<file path="config.mk">
export PLATFORM = sky130hd
export DESIGN_NAME = shader_thread_arbiter
export DESIGN_NICKNAME = d
export VERILOG_FILES = /design/src/rtl/sta_pkg.sv /design/src/rtl/sta_thread_pool.sv /design/src/rtl/sta_weight_reg.sv /design/src/rtl/sta_balance.sv /design/src/rtl/shader_thread_arbiter.sv
export SDC_FILE = /design/constraint.sdc
export NUM_CORES = 1
export LEC_CHECK = 0
export BUFFER_PORTS_ARGS = -buffer_cell sky130_fd_sc_hd__buf_2
export CAP_MARGIN = 10
export CORE_UTILIZATION = 23
export CTS_CLUSTER_SIZE = 14
export DETAILED_ROUTE_END_ITERATION = 8
export PLACE_DENSITY = 0.37
export SYNTH_ARGS = -nofsm -noshare
export SYNTH_HDL_FRONTEND = slang
export SYNTH_HIERARCHICAL = 1
export SYNTH_SLANG_ARGS = --single-unit
</file>
<file path="constraint.sdc">
create_clock -name clk -period 11.12 [get_ports clk]
set_clock_uncertainty 0.05 [all_clocks]
set_input_delay 1.112 -clock clk [delete_from_list [all_inputs] [get_ports clk]]
set_output_delay 1.112 -clock clk [all_outputs]
set_load 0.005 [all_outputs]
</file>
<file path="src/rtl/sta_pkg.sv">
// Shared types for the shader thread arbiter.
// Assumes: one bit is enough to tell the two shader kinds apart.
package sta_pkg;
    typedef enum logic {
        SHD_VTX = 1'b0,
        SHD_PIX = 1'b1
    } shd_kind_e;
endpackage

</file>
<file path="src/rtl/sta_thread_pool.sv">
// In-order thread pool: a circular queue of thread IDs, each with a ready flag.
// Only the oldest entry is offered for issue; a ready strobe marks every
// present entry whose ID matches. Assumes the caller pops only when
// head_ready is high and that IDs inside one pool are unique.
module sta_thread_pool #(
    parameter int DEPTH = 8,
    parameter int ID_W  = 6
) (
    input  logic            clk,
    input  logic            rst_n,
    input  logic            push_valid,
    input  logic [ID_W-1:0] push_id,
    output logic            stall,
    input  logic            rdy_valid,
    input  logic [ID_W-1:0] rdy_id,
    input  logic            pop,
    output logic            head_ready,
    output logic [ID_W-1:0] head_id
);
    localparam int PTR_W = (DEPTH > 1) ? $clog2(DEPTH) : 1;
    localparam int CNT_W = $clog2(DEPTH + 1);
    localparam logic [PTR_W-1:0] LAST_PTR = PTR_W'(DEPTH - 1);
    localparam logic [CNT_W-1:0] FULL_CNT = CNT_W'(DEPTH);

    logic [ID_W-1:0]  slot_id  [DEPTH];
    logic [DEPTH-1:0] slot_vld;
    logic [DEPTH-1:0] slot_rdy;
    logic [PTR_W-1:0] rd_ptr;
    logic [PTR_W-1:0] wr_ptr;
    logic [CNT_W-1:0] count;
    logic             push_acc;

    // Accept a push only while there is room.
    assign stall    = (count == FULL_CNT);
    assign push_acc = push_valid && !stall;

    // Present the oldest entry.
    assign head_ready = slot_vld[rd_ptr] && slot_rdy[rd_ptr];
    assign head_id    = slot_id[rd_ptr];

    // Per-slot storage: fill on push, clear on pop, mark ready on a matching strobe.
    for (genvar i = 0; i < DEPTH; i++) begin : g_slot
        always_ff @(posedge clk) begin
            if (!rst_n) begin
                slot_vld[i] <= 1'b0;
                slot_rdy[i] <= 1'b0;
                slot_id[i]  <= '0;
            end else if (push_acc && (wr_ptr == PTR_W'(i))) begin
                slot_vld[i] <= 1'b1;
                slot_rdy[i] <= 1'b0;
                slot_id[i]  <= push_id;
            end else if (pop && (rd_ptr == PTR_W'(i))) begin
                slot_vld[i] <= 1'b0;
                slot_rdy[i] <= 1'b0;
            end else if (rdy_valid && slot_vld[i] && (slot_id[i] == rdy_id)) begin
                slot_rdy[i] <= 1'b1;
            end
        end
    end

    // Advance the write pointer on each accepted push.
    always_ff @(posedge clk) begin
        if (!rst_n)
            wr_ptr <= '0;
        else if (push_acc)
            wr_ptr <= (wr_ptr == LAST_PTR) ? '0 : wr_ptr + 1'b1;
    end

    // Advance the read pointer on each pop.
    always_ff @(posedge clk) begin
        if (!rst_n)
            rd_ptr <= '0;
        else if (pop)
            rd_ptr <= (rd_ptr == LAST_PTR) ? '0 : rd_ptr + 1'b1;
    end

    // Track occupancy.
    always_ff @(posedge clk) begin
        if (!rst_n)
            count <= '0;
        else if (push_acc && !pop)
            count <= count + 1'b1;
        else if (pop && !push_acc)
            count <= count - 1'b1;
    end

    // occupancy never exceeds the pool depth.
    assert_no_overflow_R1: assert property (@(posedge clk) disable iff (!rst_n)
        count <= FULL_CNT);

    // the counter agrees with the per-slot valid flags.
    assert_count_matches_slots_R1: assert property (@(posedge clk) disable iff (!rst_n)
        $countones(slot_vld) == int'(count));

    // a push into a full pool with no pop leaves it full and unchanged in size.
    assert_full_push_dropped_R1: assert property (@(posedge clk) disable iff (!rst_n)
        (push_valid && stall && !pop) |=> (count == FULL_CNT));

    // an entry is removed only when the oldest entry is ready.
    assert_pop_only_ready_head_R3: assert property (@(posedge clk) disable iff (!rst_n)
        pop |-> head_ready);
endmodule

</file>
<file path="src/rtl/sta_weight_reg.sv">
// Holds the two programmable balance weights. Both are written together and
// reset to DEF_WGT. Assumes the writer holds the data stable with wr_en.
module sta_weight_reg #(
    parameter int WGT_W   = 4,
    parameter int DEF_WGT = 8
) (
    input  logic             clk,
    input  logic             rst_n,
    input  logic             wr_en,
    input  logic [WGT_W-1:0] wr_vtx,
    input  logic [WGT_W-1:0] wr_pix,
    output logic [WGT_W-1:0] wgt_vtx,
    output logic [WGT_W-1:0] wgt_pix
);
    localparam logic [WGT_W-1:0] DEF_VAL = WGT_W'(DEF_WGT);

    // Load both weights on a write; restore the defaults on reset.
    always_ff @(posedge clk) begin
        if (!rst_n) begin
            wgt_vtx <= DEF_VAL;
            wgt_pix <= DEF_VAL;
        end else if (wr_en) begin
            wgt_vtx <= wr_vtx;
            wgt_pix <= wr_pix;
        end
    end

    // a write is visible on the next cycle.
    assert_weight_load_R7: assert property (@(posedge clk) disable iff (!rst_n)
        wr_en |=> (wgt_vtx == $past(wr_vtx)) && (wgt_pix == $past(wr_pix)));

    // without a write the weights hold.
    assert_weight_hold_R7: assert property (@(posedge clk) disable iff (!rst_n)
        !wr_en |=> $stable(wgt_vtx) && $stable(wgt_pix));
endmodule

</file>
<file path="src/rtl/sta_balance.sv">
// Chooses between vertex and pixel issue. A kind that alone can issue wins
// outright; with both ready, the larger weight * free-space product wins and
// pixel takes ties. Free space saturates at zero when fill exceeds capacity.
module sta_balance #(
    parameter int WGT_W   = 4,
    parameter int FILL_W  = 7,
    parameter int VTX_CAP = 64,
    parameter int PIX_CAP = 64
) (
    input  logic              v_ready,
    input  logic              p_ready,
    input  logic [WGT_W-1:0]  wgt_vtx,
    input  logic [WGT_W-1:0]  wgt_pix,
    input  logic [FILL_W-1:0] fill_vtx,
    input  logic [FILL_W-1:0] fill_pix,
    output logic              issue,
    output sta_pkg::shd_kind_e pick
);
    import sta_pkg::*;

    localparam int SCORE_W = WGT_W + FILL_W;
    localparam logic [FILL_W-1:0] VCAP = FILL_W'(VTX_CAP);
    localparam logic [FILL_W-1:0] PCAP = FILL_W'(PIX_CAP);

    logic [FILL_W-1:0]  free_vtx;
    logic [FILL_W-1:0]  free_pix;
    logic [SCORE_W-1:0] score_vtx;
    logic [SCORE_W-1:0] score_pix;

    // Free space in each downstream buffer, saturating at zero.
    always_comb begin
        free_vtx = (fill_vtx >= VCAP) ? '0 : VCAP - fill_vtx;
        free_pix = (fill_pix >= PCAP) ? '0 : PCAP - fill_pix;
    end

    // Weighted scores.
    always_comb begin
        score_vtx = SCORE_W'(wgt_vtx) * SCORE_W'(free_vtx);
        score_pix = SCORE_W'(wgt_pix) * SCORE_W'(free_pix);
    end

    // Issue decision: lone ready kind first, otherwise the higher score, pixel on ties.
    always_comb begin
        issue = v_ready || p_ready;
        if (v_ready && !p_ready)
            pick = SHD_VTX;
        else if (p_ready && !v_ready)
            pick = SHD_PIX;
        else if (score_vtx > score_pix)
            pick = SHD_VTX;
        else
            pick = SHD_PIX;
    end

    // a lone ready kind is the one picked (checked on every input change).
    always_comb begin
        if (v_ready && !p_ready)
            assert_lone_vertex_R5: assert (pick == SHD_VTX);
        if (p_ready && !v_ready)
            assert_lone_pixel_R5: assert (pick == SHD_PIX);
    end
endmodule

</file>
<file path="src/rtl/shader_thread_arbiter.sv">
// Top of the unified shader thread arbiter. Two in-order pools feed a
// weighted vertex/pixel balancer; the granted thread is popped from its pool
// at the edge that ends the grant cycle. Assumes the buffer fill inputs are
// synchronous to clk and that thread IDs are unique within a pool.
module shader_thread_arbiter #(
    parameter int DEPTH   = 8,
    parameter int ID_W    = 6,
    parameter int WGT_W   = 4,
    parameter int DEF_WGT = 8,
    parameter int FILL_W  = 7,
    parameter int VTX_CAP = 64,
    parameter int PIX_CAP = 64
) (
    input  logic              clk,
    input  logic              rst_n,
    input  logic              vtx_push_valid,
    input  logic [ID_W-1:0]   vtx_push_id,
    output logic              vtx_stall,
    input  logic              pix_push_valid,
    input  logic [ID_W-1:0]   pix_push_id,
    output logic              pix_stall,
    input  logic              vtx_rdy_valid,
    input  logic [ID_W-1:0]   vtx_rdy_id,
    input  logic              pix_rdy_valid,
    input  logic [ID_W-1:0]   pix_rdy_id,
    input  logic [FILL_W-1:0] vtx_buf_fill,
    input  logic [FILL_W-1:0] pix_buf_fill,
    input  logic              wgt_wr_en,
    input  logic [WGT_W-1:0]  wgt_wr_vtx,
    input  logic [WGT_W-1:0]  wgt_wr_pix,
    output logic              grant_valid,
    output logic              grant_type,
    output logic [ID_W-1:0]   grant_id
);
    import sta_pkg::*;

    logic             v_head_ready, p_head_ready;
    logic [ID_W-1:0]  v_head_id, p_head_id;
    logic             v_pop, p_pop;
    logic [WGT_W-1:0] wgt_vtx, wgt_pix;
    logic             issue;
    shd_kind_e        pick;

    sta_thread_pool #(.DEPTH(DEPTH), .ID_W(ID_W)) u_vtx_pool (
        .clk        (clk),
        .rst_n      (rst_n),
        .push_valid (vtx_push_valid),
        .push_id    (vtx_push_id),
        .stall      (vtx_stall),
        .rdy_valid  (vtx_rdy_valid),
        .rdy_id     (vtx_rdy_id),
        .pop        (v_pop),
        .head_ready (v_head_ready),
        .head_id    (v_head_id)
    );

    sta_thread_pool #(.DEPTH(DEPTH), .ID_W(ID_W)) u_pix_pool (
        .clk        (clk),
        .rst_n      (rst_n),
        .push_valid (pix_push_valid),
        .push_id    (pix_push_id),
        .stall      (pix_stall),
        .rdy_valid  (pix_rdy_valid),
        .rdy_id     (pix_rdy_id),
        .pop        (p_pop),
        .head_ready (p_head_ready),
        .head_id    (p_head_id)
    );

    sta_weight_reg #(.WGT_W(WGT_W), .DEF_WGT(DEF_WGT)) u_weights (
        .clk     (clk),
        .rst_n   (rst_n),
        .wr_en   (wgt_wr_en),
        .wr_vtx  (wgt_wr_vtx),
        .wr_pix  (wgt_wr_pix),
        .wgt_vtx (wgt_vtx),
        .wgt_pix (wgt_pix)
    );

    sta_balance #(
        .WGT_W(WGT_W), .FILL_W(FILL_W), .VTX_CAP(VTX_CAP), .PIX_CAP(PIX_CAP)
    ) u_balance (
        .v_ready  (v_head_ready),
        .p_ready  (p_head_ready),
        .wgt_vtx  (wgt_vtx),
        .wgt_pix  (wgt_pix),
        .fill_vtx (vtx_buf_fill),
        .fill_pix (pix_buf_fill),
        .issue    (issue),
        .pick     (pick)
    );

    // Route the decision to the grant port and to the winning pool's pop.
    always_comb begin
        grant_valid = issue;
        grant_type  = (pick == SHD_PIX);
        grant_id    = (pick == SHD_PIX) ? p_head_id : v_head_id;
        v_pop       = issue && (pick == SHD_VTX);
        p_pop       = issue && (pick == SHD_PIX);
    end

    // never more than one pool popped in a cycle.
    assert_single_grant_R8: assert property (@(posedge clk) disable iff (!rst_n)
        $onehot0({v_pop, p_pop}));

    // a ready head in either pool always produces a grant.
    assert_never_idle_R9: assert property (@(posedge clk) disable iff (!rst_n)
        (v_head_ready || p_head_ready) |-> grant_valid);

    // a granted kind always has a ready oldest entry.
    assert_grant_from_ready_head_R3: assert property (@(posedge clk) disable iff (!rst_n)
        grant_valid |-> (grant_type ? p_head_ready : v_head_ready));

    // the first cycle after reset shows empty pools and no grant.
    assert_reset_state_R10: assert property (@(posedge clk)
        !rst_n |=> (!grant_valid && !vtx_stall && !pix_stall));
endmodule

</file>
* Yosys cells after proc, flatten, opt, wreduce, memory -nomap -nowiden *
Memory sizes are Yosys's and may differ from the RTL's. A register that Yosys moved wholly into a read port is not among the register bits.
Index checks and enable logic that the tools add are counted.

cells by class
  equal/unequal tests = 46
  mux-type cells = 123
  magnitude comparators = 5
  add/subtract/negate cells = 10
  bitwise logic cells = 18
  reductions and logical operators = 123
  multiply operators = 2

operator list
  kind                                                       number
  two-way mux 6 bit                                          17
  == test 6 bit                                              16
  two-way mux 1 bit                                          88
  logical AND 1 bit                                          76
  == test 3 bit (second input constant)                      16
  OR reduction 3 bit                                         16
  nonzero test 2 bit                                         18
  == test 3 x 2 -> 1 bit (second input constant)             8
  two-way mux 3 bit                                          8
  multiplier 4 x 7 -> 11 bit                                 2
  two-way mux 4 bit                                          4
  bitwise OR 1 bit                                           16
  greater-or-equal comparator 7 bit (second input constant)  2
  two-way mux 7 bit                                          2
  subtractor 7 bit (first input constant)                    2
  adder 3 x 1 -> 3 bit (second input constant)               4
  binary-select mux 1 bit (select 3 bit)                     4
  == test 3 x 1 -> 1 bit (second input constant)             4
  logical NOT 3 bit                                          4
  greater-than comparator 11 bit                             1
  adder 4 x 1 -> 4 bit (second input constant)               2
  == test 4 bit (second input constant)                      2
  logical NOT 1 bit                                          8
  < comparator 3 x 4 -> 1 bit (second input constant)        2
  3 further kinds                                            5

storage, ports and cells
  RAM bits = 96
  logic and storage cells = 369
  register bits after elaboration = 60
  memories kept = 2
  output and inout port bits = 10

memories
  name                words  bits a word  read ports  clocked after memory_dff  write ports  line                   source
  u_pix_pool.slot_id  8      6            9           1                         8            sta_thread_pool.sv:25  logic [ID_W-1:0] slot_id [DEPTH];
  u_vtx_pool.slot_id  8      6            9           1                         8            sta_thread_pool.sv:25

* Longest topological paths before layout *
  depth in word-level cells = 12
  gate-level depth with buffers = 34
  gate-level depth less buffers = 32

* Modules after synthesis *
The synthesis kept the hierarchy.

modules (own cells, without submodules)
  module                         sequential area each (um^2)  area an instance (um^2)  instances  cells an instance
  sta_thread_pool at u_pix_pool  2,021.9                      4,229.1                  1          360
  sta_thread_pool at u_vtx_pool  2,021.9                      4,190.3                  1          360
  sta_balance                    0.0                          2,172.1                  1          295
  sta_weight_reg                 160.2                        296.5                    1          25
  shader_thread_arbiter          0.0                          117.6                    1          9

* Worst setup path after synthesis *
OpenSTA, ideal clock, no wires.

  kind = input-to-reg
  from = input pix_buf_fill[1]
  to = register u_pix_pool.count[3]
  arrival = 7.443 ns
  setup slack = 3.556 ns
  data required time = 10.998 ns
  buffers on the path = 2
  cell stages on the path = 32
  cells stage by stage = or3_4 > or3_4 > nor3_1 > o21ai_0 > or2_1 > fa_1 > inv_1 > fa_1 > inv_1 > fa_1 > nor2b_1 > o21ai_0 > a21oi_1 > nor4b_1 > a211oi_1 > ha_1 > nand4_1 > nor4_1 > a21oi_1 > a21oi_1 > maj3_1 > buf_6 > and2_2 > buf_2 > inv_1 > ha_1 > inv_1 > ha_1 > a21oi_1 > a211oi_1 > a31oi_1 > mux2i_1

between the ends
  cells in the longest elaborated chain, start to end = 11

ends and longest elaborated chain
  what                                                                   line                         source
  start, declared                                                        shader_thread_arbiter.sv:27  input logic [FILL_W-1:0] pix_buf_fill,
  subtractor 7 bit or greater-or-equal comparator 7 bit (tied branches)  sta_balance.sv:33            free_pix = (fill_pix >= PCAP) ? '0 : PCAP - fill_pix;
  two-way mux 7 bit *                                                    sta_balance.sv:33
  multiplier 4 x 7 -> 11 bit *                                           sta_balance.sv:39            score_pix = SCORE_W'(wgt_pix) * SCORE_W'(free_pix);
  greater-than comparator 11 bit *                                       sta_balance.sv:49            else if (score_vtx > score_pix)
  two-way mux 1 bit *                                                    sta_balance.sv:49
  two-way mux 1 bit *                                                    sta_balance.sv:47            else if (p_ready && !v_ready)
  two-way mux 1 bit *                                                    sta_balance.sv:45            if (v_ready && !p_ready)
  net grant_type                                                         shader_thread_arbiter.sv:32  output logic grant_type,
  logical AND 1 bit *                                                    shader_thread_arbiter.sv:99  p_pop = issue && (pick == SHD_PIX);
  net p_pop                                                              shader_thread_arbiter.sv:39  logic v_pop, p_pop;
  logical NOT 1 bit                                                      sta_thread_pool.sv:81        else if (push_acc && !pop)
  logical AND 1 bit                                                      sta_thread_pool.sv:81
  two-way mux 4 bit or nonzero test 2 bit (tied branches)                -
  end signal, assigned                                                   sta_thread_pool.sv:82        count <= count + 1'b1;
  end signal, assigned                                                   sta_thread_pool.sv:84        count <= count - 1'b1;
  end, declared                                                          sta_thread_pool.sv:30        logic [CNT_W-1:0] count;

Mark *: on every way through the listed nets, which the timed path passes. The rest lies on a longest branch.
A chain may end at the register's enable or synchronous reset.

* Final worst setup path *
  from = input pix_buf_fill[2]
  to = output grant_id[0]

between the ends
  cells in the longest elaborated chain, start to end = 8

ends and longest elaborated chain
  what                                                                   line                         source
  subtractor 7 bit or greater-or-equal comparator 7 bit (tied branches)  sta_balance.sv:33
  two-way mux 7 bit *                                                    sta_balance.sv:33
  multiplier 4 x 7 -> 11 bit *                                           sta_balance.sv:39
  greater-than comparator 11 bit *                                       sta_balance.sv:49
  two-way mux 1 bit *                                                    sta_balance.sv:49
  two-way mux 1 bit *                                                    sta_balance.sv:47
  two-way mux 1 bit *                                                    sta_balance.sv:45
  two-way mux 6 bit *                                                    shader_thread_arbiter.sv:97  grant_id = (pick == SHD_PIX) ? p_head_id : v_head_id;
  end, declared                                                          shader_thread_arbiter.sv:33  output logic [ID_W-1:0] grant_id

Every way passes the cells marked *; elsewhere a longest branch is shown, timed or not.

==> impl_metrics.toml <==
[worst_hold_path]
hold_start = "u_pix_pool/slot_vld[7]$_SDFFE_PN0P_"
min-delay-path-class = "register to register"

[sta]
holdWs_ns = 0.426
rsz0062_at_grt = "no"
fin_crit_sh_pct = 75.4
period_minus_slack_ns = 8.38
setup_ws_ns = 2.74
relSlewSlack_pct = 37.9
fmax_mhz = 119
hold_viol = 0
slew_violations = 0
tightest_slew_ns = 0.930
setup_viol = 0
setup-tns-final_ns = 0

[clock_network]
h-tree-depth = 4
clockRootBuffer = "clkbuf_16"
cts.path.max_buffers = 2
numCtsBuffers = 17
clkTransAtPathRegs_ns = 0.06
post_cts_buffers = 0
clkLatencyLatePin_ns = 0.47
cts_sinks = 162
cts_resized = 0
cts_tree = "done"
postCtsHoldBufs = 0

[critical_path]
reg2reg_setup_slack_ns = 4.46
rr_endpoint = "u_pix_pool/count[3]$_SDFFE_PN0P_"
worst-r2r-cell-count = 27
path_cells = "buf_2 > or3_4 > or3_4 > nor3_1 > o21ai_0 > or2_1 > fa_1 > inv_1 > fa_1 > inv_1 > fa_1 > nor2b_1 > o21ai_0 > a21oi_1 > nor4b_1 > a211oi_1 > ha_1 > nand4_1 > nor4_1 > nor2_1 > a21oi_1 > maj3_1 > mux2_4 > buf_2"
crit_type = "input pin to output port"
cp_common_cell = "fa_1"
cp_slowest_stage_delay_ns = 0.56
crit_arrival_ns = 7.22
cp_slowest_cell = "fa_1"
critical_path.max_fanout = 9
regToRegStartpoint = "u_weights/wgt_pix[2]$_SDFFE_PN0P_"
startpoint_type = "input pin"
critPathRequiredTime_ns = 9.96
end_kind = "output port"
startpoint = "pix_buf_fill[2]"
worstSetupEndpoint = "grant_id[0]"

[pwr]
powerDensity_mw_per_mm2 = 135
p_seq_share_pct = 43.8
p_leak_nw = 4.94
switching_power_mw = 0.511
comb_power_share_pct = 20.9
internal_power_mw = 1.16
peakVddDrop_v = 0.000108
clock_power_share_pct = 35.2
swShare_pct = 30.5

[synthesis]
ys_seq_elements = 162
synthCells = 1049
synth-edff-count = 96
ys_warn_count = 6
yosys.cell_types.count = 68
synth-seq-area-share_pct = 38.2
syn-num-nets = 1197
synth_area_per_cell_um2 = 10.5
syn_area_mm2 = 0.0110
ys.flop_type = "edfxtp_1"
ys_async_sr_fraction_pct = 0

[drt]
drc = 10
viasPerCell = 4.45
drtAntennaViolNets = 0
dr.pass1.iters = 7
drt_wl_total_um = 29500
first_iter_violations = 468
via_count = 7612
wl_per_cell_um = 17.3

[outcome]
status = "finished, violations left"
violations = "design-rule violations"

[grt]
grt_overflow_total = 0
grt_pass1_wl_um = 46200
grt_pass1_vias = 7746
grt_max_degree = 88
track_usage_pct = 12.8
antenna_found_initial = 0

[final_layout]
area_growth_pct = 12.9
final_cell_area_mm2 = 0.0124
drive_above_1_share_pct = 15.7
nNetsFinal = 1238
final_cells = 1711
multi_input_area_mm2 = 0.00627
nFillCells = 4936
seq_area_mm2 = 0.00420

[floorplanning]
die_w_um = 221
rows = 79
pin_count = 63
core_area_mm2 = 0.0469
initial_utilization_pct = 23.5
die_area_mm2 = 0.0487
fp.dieH_um = 221

[placement]
pre_cts_slack_ns = 2.49
dp_hpwl_um = 23300
placed_cells = 1678
placed_cell_area_mm2 = 0.0119
place.gp.congestion = 0.739
port_buffers = 62

[run]
drv_cap = 0
-- area by class of cell --
class	instances	area share, %
repair buffers	64	2.62
diodes	1	0.0201
clock inverters	14	1.03
inverters	78	2.36
clock buffers	18	3.53
multi-input cells	767	50.5
well taps	607	6.11
flip-flops and latches	162	33.8
-- flip-flops by register name (all words and copies together) (netlist names), 4 cells and up, named ones only --
register / flops
u_pix_pool/count: 4
u_pix_pool/slot_id: 48
u_pix_pool/slot_vld: 8
u_vtx_pool/slot_id: 48
u_weights/wgt_vtx: 4
u_weights/wgt_pix: 4
u_vtx_pool/slot_vld: 8
u_pix_pool/slot_rdy: 8
u_vtx_pool/count: 4
u_vtx_pool/slot_rdy: 8
-- per-layer routing --
metal  global-route usage, %  share of wire [%]  up-vias
li1                        -                  -     3764
met1                    17.5                 50     3738
met2                    20.3                 46       95
met3                    2.90                3.1       15
met4                    3.29                1.1        0
met5                       0                  0        -
-- synthesized netlist by cell type (3+ instances only) --
library cell  number  area share (%)
nor3b_1            8            0.55
o21a_1             3            0.20
buf_2             13            0.59
xnor2_1           72             5.7
or3_1              3            0.17
nor2_1            54             1.8
o21bai_1           3            0.20
o21ai_0           21            0.95
a41oi_1            4            0.32
edfxtp_1          96              26
o211a_1            4            0.36
mux2_4             6            0.82
nor4_1            20             1.1
nand2_1           75             2.6
nor3_1            22             1.0
a21oi_1           17            0.77
and2_1           100             5.7
a41o_1             4            0.36
clkbuf_1          16            0.55
dfxtp_1           66              12
o211ai_1           3            0.20
fa_1              22             4.0
nor2b_1           16            0.91
buf_6              6            0.61
and4_4             4            0.41
mux4_2            26             5.3
a31oi_1            3            0.17
a31o_1             3            0.24
a211oi_1           4            0.27
nand2b_1           4            0.23
and2_2             3            0.20
nand3_1           55             2.5
and4_1            10            0.80
buf_1              6            0.20
a31o_2            10            0.80
inv_1             78             2.7
mux2_2            12             1.2
xor2_1            47             3.7
mux2i_1           16             1.5
ha_1              73             8.3
o2111a_1           8            0.82
-- kinds of logic after synthesis --
| logic type | synth area share (%) |
|---|---|
| and+or+nand+nor | 19.8 |
| DFF | 38.2 |
| buffers and inverters | 4.80 |
| xor gates and xnor gates | 9.47 |
| AOI/OAI and AO/OA | 6.51 |
| adders and majority gates | 12.4 |
| muxes | 8.82 |
-- placed cells by master, fill, tap and decap left out, drive strengths merged, types with 4 or more instances in the layout --
| cell type | n |
|---|---|
| nor4 | 20 |
| a41o | 4 |
| nand2 | 75 |
| mux2i | 16 |
| ha | 73 |
| and4 | 16 |
| buf | 64 |
| dfxtp | 66 |
| a21oi | 18 |
| o2111a | 8 |
| clkinv | 7 |
| clkbuf | 18 |
| nor3 | 22 |
| mux2 | 18 |
| or3 | 5 |
| and3 | 4 |
| a211oi | 4 |
| o21ai | 21 |
| and2 | 104 |
| a31o | 13 |
| fa | 22 |
| a41oi | 4 |
| nor2 | 54 |
| nor3b | 8 |
| mux4 | 26 |
| edfxtp | 96 |
| xnor2 | 72 |
| nand2b | 4 |
| o211a | 4 |
| inv | 83 |
| nand3 | 55 |
| xor2 | 47 |
| nor2b | 17 |
-- worst max-delay path: cells and delay by family --
family | cells | cell delay (ns)
AO/OA/AOI/OAI | 5 | 1.09
multiplexers | 1 | 0.37
AND/OR/NAND/NOR | 9 | 2.00
buffers and inverters | 4 | 0.38
adder cells (fa/ha/maj) | 5 | 2.26
-- through the flow --
stage	utilization [%]	power (mW)
floorplan	-	0.991
global placement	25.3	1.10
detailed placement	25.3	1.10
CTS	26.5	1.71
global route	26.5	1.77
finish	26.5	1.67
-- power groups by stage --
stage          Clock [mW]  Sequential, mW  Combinational [mW]
6_report            0.589           0.733               0.350
5_1_grt             0.636           0.740               0.392
4_1_cts             0.618           0.734               0.357
3_5_place_dp            0           0.747               0.355
3_3_place_gp            0           0.748               0.354
2_1_floorplan           0           0.729               0.262
-- worst min-delay path by stage --
| stage | end | slack [ns] | depth (start not counted) |
|---|---|---|---|
| after floorplan | u_vtx_pool/count[3]$_SDFFE_PN0P_ | 0.39 | 2 |
| after global placement | u_vtx_pool/count[3]$_SDFFE_PN0P_ | 0.41 | 2 |
| after detailed placement | u_pix_pool/slot_vld[7]$_SDFFE_PN0P_ | 0.42 | 2 |
| after CTS | u_pix_pool/slot_vld[7]$_SDFFE_PN0P_ | 0.43 | 2 |
| after global routing | u_vtx_pool/count[3]$_SDFFE_PN0P_ | 0.45 | 2 |
| final | u_pix_pool/slot_vld[7]$_SDFFE_PN0P_ | 0.43 | 2 |
Note: power is estimated with default switching activity, not from simulation.
